### src/rtl/aft_pkg.sv
package aft_pkg;
  typedef struct packed {
    logic       master;
    logic       sclkOutInv;
    logic       sclkInInv;
    logic       fsOutInv;
    logic       fsInInv;
    logic       startRise;
    logic       fixedDuty;
    logic [2:0] delay;
  } aft_mode_t;

  typedef struct packed {
    logic fire;
    logic bitTick;
  } aft_strobe_t;

  localparam logic [2:0] MAX_DELAY = 3'd5;
endpackage

### src/rtl/aft_ctrl.sv
module aft_ctrl
  import aft_pkg::*;
#(
  parameter int DIV_W = 8,
  parameter int CNT_W = 8
) (
  input  logic             clk,
  input  logic             rstN,
  input  logic             portEn,
  input  logic             cfgWe,
  input  aft_mode_t        wrMode,
  input  logic [DIV_W-1:0] wrDiv,
  input  logic [CNT_W-1:0] wrHalf,
  input  logic [CNT_W-1:0] wrHigh,
  input  logic [CNT_W-1:0] wrPeriod,
  input  logic             sclkInt,
  input  logic             fsInt,
  output aft_mode_t        mode,
  output logic [DIV_W-1:0] divHalf,
  output logic [CNT_W-1:0] halfCnt,
  output logic [CNT_W-1:0] highCnt,
  output logic [CNT_W-1:0] periodCnt,
  output aft_strobe_t      strobe,
  output logic             cfgErr
);
  localparam aft_mode_t MODE_RST = '{master: 1'b0, sclkOutInv: 1'b1, sclkInInv: 1'b1,
                                     fsOutInv: 1'b0, fsInInv: 1'b0, startRise: 1'b0,
                                     fixedDuty: 1'b1, delay: 3'd2};
  localparam logic [CNT_W-1:0] HALF_RST = CNT_W'(1) << (CNT_W - 1);

  logic       cfgLoad, badCode;
  logic       sclkPrev, fsSamp, pend;
  logic [2:0] remain;
  logic       sclkEdge, sclkRise, startHit, fireNow;

  assign cfgLoad = cfgWe && !portEn;
  assign badCode = wrMode.delay > MAX_DELAY;

  always_ff @(posedge clk or negedge rstN) begin
    if (!rstN) begin
      mode      <= MODE_RST;
      divHalf   <= DIV_W'(1);
      halfCnt   <= HALF_RST;
      highCnt   <= HALF_RST;
      periodCnt <= '1;
      cfgErr    <= 1'b0;
    end else if (cfgLoad) begin
      mode       <= wrMode;
      mode.delay <= badCode ? 3'd0 : wrMode.delay;
      divHalf    <= wrDiv;
      halfCnt    <= wrHalf;
      highCnt    <= wrHigh;
      periodCnt  <= wrPeriod;
      cfgErr     <= cfgErr | badCode;
    end
  end

  assign sclkEdge = sclkInt != sclkPrev;
  assign sclkRise = sclkInt && !sclkPrev;
  assign startHit = sclkRise && (fsInt != fsSamp) && (fsInt == mode.startRise);

  always_comb begin
    fireNow = 1'b0;
    if (portEn) begin
      if (pend && sclkEdge && remain == 3'd1) fireNow = 1'b1;
      if (startHit && mode.delay == 3'd0) fireNow = 1'b1;
    end
  end

  always_ff @(posedge clk or negedge rstN) begin
    if (!rstN) begin
      sclkPrev <= 1'b0;
      fsSamp   <= 1'b0;
      pend     <= 1'b0;
      remain   <= 3'd0;
    end else begin
      sclkPrev <= sclkInt;
      if (!portEn) begin
        fsSamp <= fsInt;
        pend   <= 1'b0;
        remain <= 3'd0;
      end else begin
        if (sclkRise) fsSamp <= fsInt;
        if (pend && sclkEdge) begin
          remain <= remain - 3'd1;
          if (remain == 3'd1) pend <= 1'b0;
        end
        if (startHit && mode.delay != 3'd0) begin
          pend   <= 1'b1;
          remain <= mode.delay;
        end
      end
    end
  end

  assign strobe.fire    = fireNow;
  assign strobe.bitTick = portEn && sclkRise;

  p_cfg_frozen_r11: assert property (@(posedge clk) disable iff (!rstN)
    (portEn && $past(portEn)) |-> ($stable(mode) && $stable(divHalf) && $stable(halfCnt)
                                   && $stable(highCnt) && $stable(periodCnt)));
  p_err_sticky_r7: assert property (@(posedge clk) disable iff (!rstN)
    cfgErr |=> cfgErr);
  p_err_set_r7: assert property (@(posedge clk) disable iff (!rstN)
    (cfgWe && !portEn && wrMode.delay > MAX_DELAY) |=> (cfgErr && mode.delay == 3'd0));
endmodule

### src/rtl/aft_datapath.sv
module aft_datapath
  import aft_pkg::*;
#(
  parameter int DIV_W = 8,
  parameter int CNT_W = 8
) (
  input  logic             clk,
  input  logic             rstN,
  input  logic             portEn,
  input  aft_mode_t        mode,
  input  logic [DIV_W-1:0] divHalf,
  input  logic [CNT_W-1:0] halfCnt,
  input  logic [CNT_W-1:0] highCnt,
  input  logic [CNT_W-1:0] periodCnt,
  input  aft_strobe_t      strobe,
  input  logic             sclkPadIn,
  input  logic             fsPadIn,
  output logic             sclkInt,
  output logic             fsInt,
  output logic             sclkPadOut,
  output logic             fsPadOut,
  output logic             padOe,
  output logic             frameStart,
  output logic [CNT_W:0]   bitCount
);
  localparam int DW1 = DIV_W + 1;
  localparam int BW  = CNT_W + 1;

  logic [1:0]       sclkSync, fsSync;
  logic [DIV_W-1:0] divCnt;
  logic [CNT_W:0]   fsCnt, fsNext, highLen, perLen;
  logic             genSclk, genFs, runGen, divHit;

  always_ff @(posedge clk or negedge rstN) begin
    if (!rstN) begin
      sclkSync <= 2'b00;
      fsSync   <= 2'b00;
    end else begin
      sclkSync <= {sclkSync[0], sclkPadIn};
      fsSync   <= {fsSync[0], fsPadIn};
    end
  end

  assign runGen  = portEn && mode.master;
  assign divHit  = (DW1'(divCnt) + DW1'(1)) >= DW1'(divHalf);
  assign highLen = mode.fixedDuty ? BW'(halfCnt) : BW'(highCnt);
  assign perLen  = mode.fixedDuty ? {halfCnt, 1'b0} : BW'(periodCnt);
  assign fsNext  = fsCnt + BW'(1);
  assign genFs   = fsCnt < highLen;

  always_ff @(posedge clk or negedge rstN) begin
    if (!rstN) begin
      divCnt  <= '0;
      genSclk <= 1'b0;
      fsCnt   <= '0;
    end else if (!runGen) begin
      divCnt  <= '0;
      genSclk <= 1'b0;
      fsCnt   <= '0;
    end else if (divHit) begin
      divCnt  <= '0;
      genSclk <= !genSclk;
      if (genSclk) fsCnt <= (fsNext >= perLen) ? '0 : fsNext;
    end else begin
      divCnt <= divCnt + DIV_W'(1);
    end
  end

  assign sclkInt    = mode.master ? genSclk : (sclkSync[1] ^ mode.sclkInInv);
  assign fsInt      = mode.master ? genFs : (fsSync[1] ^ mode.fsInInv);
  assign sclkPadOut = genSclk ^ mode.sclkOutInv;
  assign fsPadOut   = genFs ^ mode.fsOutInv;
  assign padOe      = runGen;

  always_ff @(posedge clk or negedge rstN) begin
    if (!rstN) begin
      frameStart <= 1'b0;
      bitCount   <= '0;
    end else begin
      frameStart <= strobe.fire;
      if (!portEn || strobe.fire) bitCount <= '0;
      else if (strobe.bitTick)    bitCount <= bitCount + BW'(1);
    end
  end

  p_fs_on_fall_r10: assert property (@(posedge clk) disable iff (!rstN)
    (runGen && $past(runGen) && genFs != $past(genFs)) |-> ($past(genSclk) && !genSclk));
  p_pulse_single_r8: assert property (@(posedge clk) disable iff (!rstN)
    frameStart |=> !frameStart);
  p_count_step_r8: assert property (@(posedge clk) disable iff (!rstN)
    (portEn && $past(portEn) && !frameStart && bitCount != $past(bitCount))
      |-> (bitCount == BW'($past(bitCount) + BW'(1))));
endmodule

### src/rtl/audio_frame_timer.sv
module audio_frame_timer
  import aft_pkg::*;
#(
  parameter int DIV_W = 8,
  parameter int CNT_W = 8
) (
  input  logic             clk,
  input  logic             rstN,
  input  logic             portEn,
  input  logic             cfgWe,
  input  logic             cfgMaster,
  input  logic             cfgSclkOutInv,
  input  logic             cfgSclkInInv,
  input  logic             cfgFsOutInv,
  input  logic             cfgFsInInv,
  input  logic             cfgStartRise,
  input  logic             cfgFixedDuty,
  input  logic [2:0]       cfgDelay,
  input  logic [DIV_W-1:0] cfgDivHalf,
  input  logic [CNT_W-1:0] cfgHalfCnt,
  input  logic [CNT_W-1:0] cfgHighCnt,
  input  logic [CNT_W-1:0] cfgPeriodCnt,
  input  logic             sclkPadIn,
  input  logic             fsPadIn,
  output logic             sclkPadOut,
  output logic             fsPadOut,
  output logic             padOe,
  output logic             frameStart,
  output logic [CNT_W:0]   bitCount,
  output logic             cfgErr
);
  aft_mode_t        wrMode, mode;
  aft_strobe_t      strobe;
  logic [DIV_W-1:0] divHalf;
  logic [CNT_W-1:0] halfCnt, highCnt, periodCnt;
  logic             sclkInt, fsInt;

  assign wrMode = '{master: cfgMaster, sclkOutInv: cfgSclkOutInv, sclkInInv: cfgSclkInInv,
                    fsOutInv: cfgFsOutInv, fsInInv: cfgFsInInv, startRise: cfgStartRise,
                    fixedDuty: cfgFixedDuty, delay: cfgDelay};

  aft_ctrl #(.DIV_W(DIV_W), .CNT_W(CNT_W)) ctrl_i (
    .clk(clk), .rstN(rstN), .portEn(portEn), .cfgWe(cfgWe), .wrMode(wrMode),
    .wrDiv(cfgDivHalf), .wrHalf(cfgHalfCnt), .wrHigh(cfgHighCnt), .wrPeriod(cfgPeriodCnt),
    .sclkInt(sclkInt), .fsInt(fsInt), .mode(mode), .divHalf(divHalf), .halfCnt(halfCnt),
    .highCnt(highCnt), .periodCnt(periodCnt), .strobe(strobe), .cfgErr(cfgErr)
  );

  aft_datapath #(.DIV_W(DIV_W), .CNT_W(CNT_W)) dp_i (
    .clk(clk), .rstN(rstN), .portEn(portEn), .mode(mode), .divHalf(divHalf),
    .halfCnt(halfCnt), .highCnt(highCnt), .periodCnt(periodCnt), .strobe(strobe),
    .sclkPadIn(sclkPadIn), .fsPadIn(fsPadIn), .sclkInt(sclkInt), .fsInt(fsInt),
    .sclkPadOut(sclkPadOut), .fsPadOut(fsPadOut), .padOe(padOe),
    .frameStart(frameStart), .bitCount(bitCount)
  );

  p_oe_mode_r1: assert property (@(posedge clk) disable iff (!rstN)
    padOe |-> (portEn && $past(cfgMaster | !cfgWe | portEn) && !$isunknown(sclkPadOut)));
endmodule

### config.mk
export PLATFORM = sky130hd
export DESIGN_NAME = audio_frame_timer
export DESIGN_NICKNAME = d
export VERILOG_FILES = /design/src/rtl/aft_pkg.sv /design/src/rtl/aft_ctrl.sv /design/src/rtl/aft_datapath.sv /design/src/rtl/audio_frame_timer.sv
export SDC_FILE = /design/constraint.sdc
export NUM_CORES = 1
export LEC_CHECK = 0
export BUFFER_PORTS_ARGS = -buffer_cell sky130_fd_sc_hd__buf_2
export CAP_MARGIN = 20
export CORE_ASPECT_RATIO = 0.6
export CORE_UTILIZATION = 40
export DETAILED_ROUTE_END_ITERATION = 8
export GPL_ROUTABILITY_DRIVEN = 1
export PLACE_DENSITY = 0.64
export SYNTH_ARGS = -nofsm -noshare
export SYNTH_HDL_FRONTEND = slang
export SYNTH_SLANG_ARGS = --single-unit
### constraint.sdc
create_clock -name clk -period 3.9 [get_ports clk]
set_input_delay 0.195 -clock clk [delete_from_list [all_inputs] [get_ports clk]]
set_output_delay 0.195 -clock clk [all_outputs]
set_load 0.01 [all_outputs]
==> flow_summary.ini <==
[timing]
setup_ws_ps = 706
max_freq_mhz = 313
rsz0062_at_grt = false
setup_tns_ps = 0
final_hold_viol_count = 0
period_needed_ps = 3190
max_slew_margin = 0.531
finalSetupViolations = 0
clock_skew_ps = 4.43
fin_crit_sh = 0.819
worst_slew_pin_slew_ps = 702
drv_slew = 0

[worst_hold_path]
worst_hold_path.endpoint = ctrl_i.divHalf[6]$_DFFE_PN0P_
min_path_cells = 3
hold_path.class = input port to flop
hold_start = cfgDivHalf[6]

[worst_setup_path]
reg2reg_slack_ps = 900
crit_chain = mux2i_1 -> ha_1 -> a211oi_1 -> o21bai_1 -> or2_4 -> a21oi_1 -> xor2_1 -> buf_2
startpoint_type = flop
rr_startpoint = ctrl_i.mode[3]$_DFFE_PN1P_
critPathKind = flop to output pin
r2r-end = dp_i.bitCount[6]$_DFFE_PN0P_
critPathCaptureType = output pin
critPathMaxFanout = 18
slowest_delay_ps = 830
critPathTopFamily = flip-flops
critPathBufInv = 1
cp_slowest_cell = dfstp_2
critPathRequiredTime_ps = 3700
cp.arrival_ps = 3000
crit_start = ctrl_i.mode[3]$_DFFE_PN1P_
r2r_cells = 8

[final_layout]
area.sequential_um2 = 2050
antenna_cells = 0
drive_gt1_frac = 0.308
fillCellCount = 989
final_core_util = 0.491
area_delta_synth_final_pct = 19.1
layout.nets = 532
multiInputGateArea_um2 = 2190

[power]
clkPwrFrac = 0.388
swShare = 0.261
leakage_nw = 2.39
seqPwrFrac = 0.429
comb_power_share = 0.184
total_power_mw = 2.41
p_per_area_nw_per_um2 = 465
internal-power_mw = 1.78
vdd_drop_max_v = 0.000253
switchingPower_mw = 0.630

[logic_synthesis]
syn-cell-area_um2 = 4350
synth-seq-cells = 81
async_flop_share = 1.00
yosys_warnings = 0
ys_seq_area_frac = 0.470
ys_types = 47
synth_edf_count = 0
syn-num-nets = 465
synthCells = 387
ys.flop_type = dfrtp_1
synth.avg_cell_area_um2 = 11.3

[die]
die_x_um = 137
coreArea_um2 = 10600
die_h_um = 82.8
placementRows = 29
die-area_um2 = 11300
pin_count = 62
start_util = 0.412

[clock_tree]
cts.path.max_buffers = 2
htreeDepth = 3
path_clk_slew_ps = 60
worst_skew_pair.late_latency_ps = 330
cts.repair.resized = 0
clock-sinks = 81
cts_tree = yes
cts_made_buffers = 9
cts-root-buf = clkbuf_16

[global_routing]
grt_pass1_wl_um = 14900
grt.overflow.total = 0
antenna_found_initial = 0
grt_pass1_vias = 3038
grt_max_degree = 82
grtUsageTotal = 0.170

[route]
drt_iter0_drc = 138
via_per_inst = 5.01
vias = 2990
wl_per_cell_um = 14.4
remaining_drc_errors = 0
wirelength_um = 8590
first_pass_iters = 6
ant_nets = 0

[placement]
port_buffers = 61
gp_congestion = 0.776
dp_hpwl_um = 6270
dp_slack_ps = 934

[flow_run]
maxCapViolations = 0

[run_status]
outcome = complete, no violations
==> per-layer routing <==
metal	up-vias	global-route usage	share of wire
li1	1498	-	-
met1	1432	0.251	0.53
met2	50	0.236	0.41
met3	10	0.0580	0.053
met4	0	0.0424	0.0079
met5	-	0	0
==> power by group through the flow <==
stage,Combinational (mW),Clock (mW),Sequential (mW)
floorplan,0.335,0,1.01
global placement,0.423,0,1.05
detailed placement,0.440,0,1.05
CTS,0.446,0.953,1.03
global route,0.504,0.991,1.05
finish,0.443,0.935,1.03
==> Yosys cell counts (3+ instances only) <==
library cell / instances / area, µm²
a211oi_1: 4 / 30.0
a21oi_1: 4 / 20.0
a22o_1: 4 / 35.0
buf_2: 5 / 25.0
clkbuf_1: 4 / 15.0
dfrtp_1: 66 / 1650
dfstp_2: 15 / 394
ha_1: 30 / 375
inv_1: 17 / 63.8
mux2_2: 34 / 383
mux2i_1: 16 / 160
nand2_1: 30 / 113
nand2b_1: 10 / 62.6
nand3_1: 14 / 70.1
nand3b_1: 5 / 37.5
nand4_1: 3 / 18.8
nor2_1: 23 / 86.3
nor2b_1: 13 / 81.3
nor3_1: 6 / 30.0
o21ai_0: 24 / 120
o21bai_1: 4 / 30.0
xnor2_1: 14 / 123
xor2_1: 12 / 105
==> final cells by class <==
class,count,area share
Sequential cell,81,0.395
Inverter,17,0.0123
Timing Repair Buffer,67,0.0734
Tap cell,139,0.0336
Multi-Input combinational cell,278,0.422
Clock buffer,13,0.0521
Clock inverter,2,0.0116
==> through the flow <==
step           hold slack (ps)  cell area (µm²)  std cells
5_1_grt                   81.2             5180        597
3_3_place_gp               304             4800        578
6_report                  66.7             5180        597
2_1_floorplan             -101             4350        387
4_1_cts                   56.8             5150        595
3_5_place_dp               307             4800        578
==> worst max path at each step <==
stage	depth (start not counted)	slack [ps]	endpoint
floorplan	10	950	ctrl_i.remain[0]$_DFFE_PN0P_
global placement	8	1050	dp_i.bitCount[6]$_DFFE_PN0P_
detailed placement	8	930	dp_i.bitCount[6]$_DFFE_PN0P_
CTS	8	690	fsPadOut
global route	8	480	fsPadOut
finish	8	710	fsPadOut
==> cells in the final DEF (no fill, tap or decap), types with 2 or more instances in the layout <==
master / n
dfrtp_1: 66
buf_2: 60
mux2_2: 34
nand2_1: 30
ha_1: 30
o21ai_0: 24
nor2_1: 23
inv_1: 17
mux2i_1: 16
dfstp_2: 15
xnor2_1: 14
nand3_1: 14
xor2_1: 12
nor2b_1: 12
nand2b_1: 10
clkbuf_16: 9
nor3_1: 6
nand3b_1: 5
a21oi_1: 4
a211oi_1: 4
o21bai_1: 4
a22o_1: 4
nand4_1: 3
clkbuf_8: 3
dlygate4sd3_1: 3
buf_4: 3
a21o_1: 2
or2_4: 2
a31o_2: 2
o31ai_1: 2
a32o_1: 2
bufinv_16: 2
==> state kept, by name, indices dropped and copies added, names as in the netlist <==
signal and count:
ctrl_i.mode 10, dp_i.sclkSync 2, ctrl_i.divHalf 8, ctrl_i.pend 1, ctrl_i.remain 3, ctrl_i.halfCnt 8
ctrl_i.cfgErr 1, ctrl_i.periodCnt 8, dp_i.fsSync 2, ctrl_i.highCnt 8, dp_i.genSclk 1, ctrl_i.fsSamp 1
dp_i.fsCnt 9, ctrl_i.sclkPrev 1, dp_i.divCnt 8, dp_i.frameStart 1, dp_i.bitCount 9
==> cell families (layout without fill, tap and decap cells) <==
group / after synthesis / count (layout) / synth area share
AO/OA/AOI/OAI: 58 / 58 / 0.101
XOR/XNOR: 26 / 26 / 0.0523
AND/OR/NAND/NOR: 113 / 113 / 0.133
buffers and inverters: 28 / 99 / 0.0290
adder cells (fa/ha/maj): 30 / 30 / 0.0862
flip-flops: 81 / 81 / 0.470
multiplexers: 51 / 51 / 0.128
==> repair_timing <==
action,4_1_cts,5_1_grt
hold buffers,2,1
hold endpoints to repair,2,8
setup buffers,0,0
endpoints found under the setup margin,0,0
==> tightest hold or removal path: stages <==
cell and delay [ps]:
buf_2 70, nand2_1 30, o21ai_0 60
No activity file was read; power rests on OpenSTA's default activity.
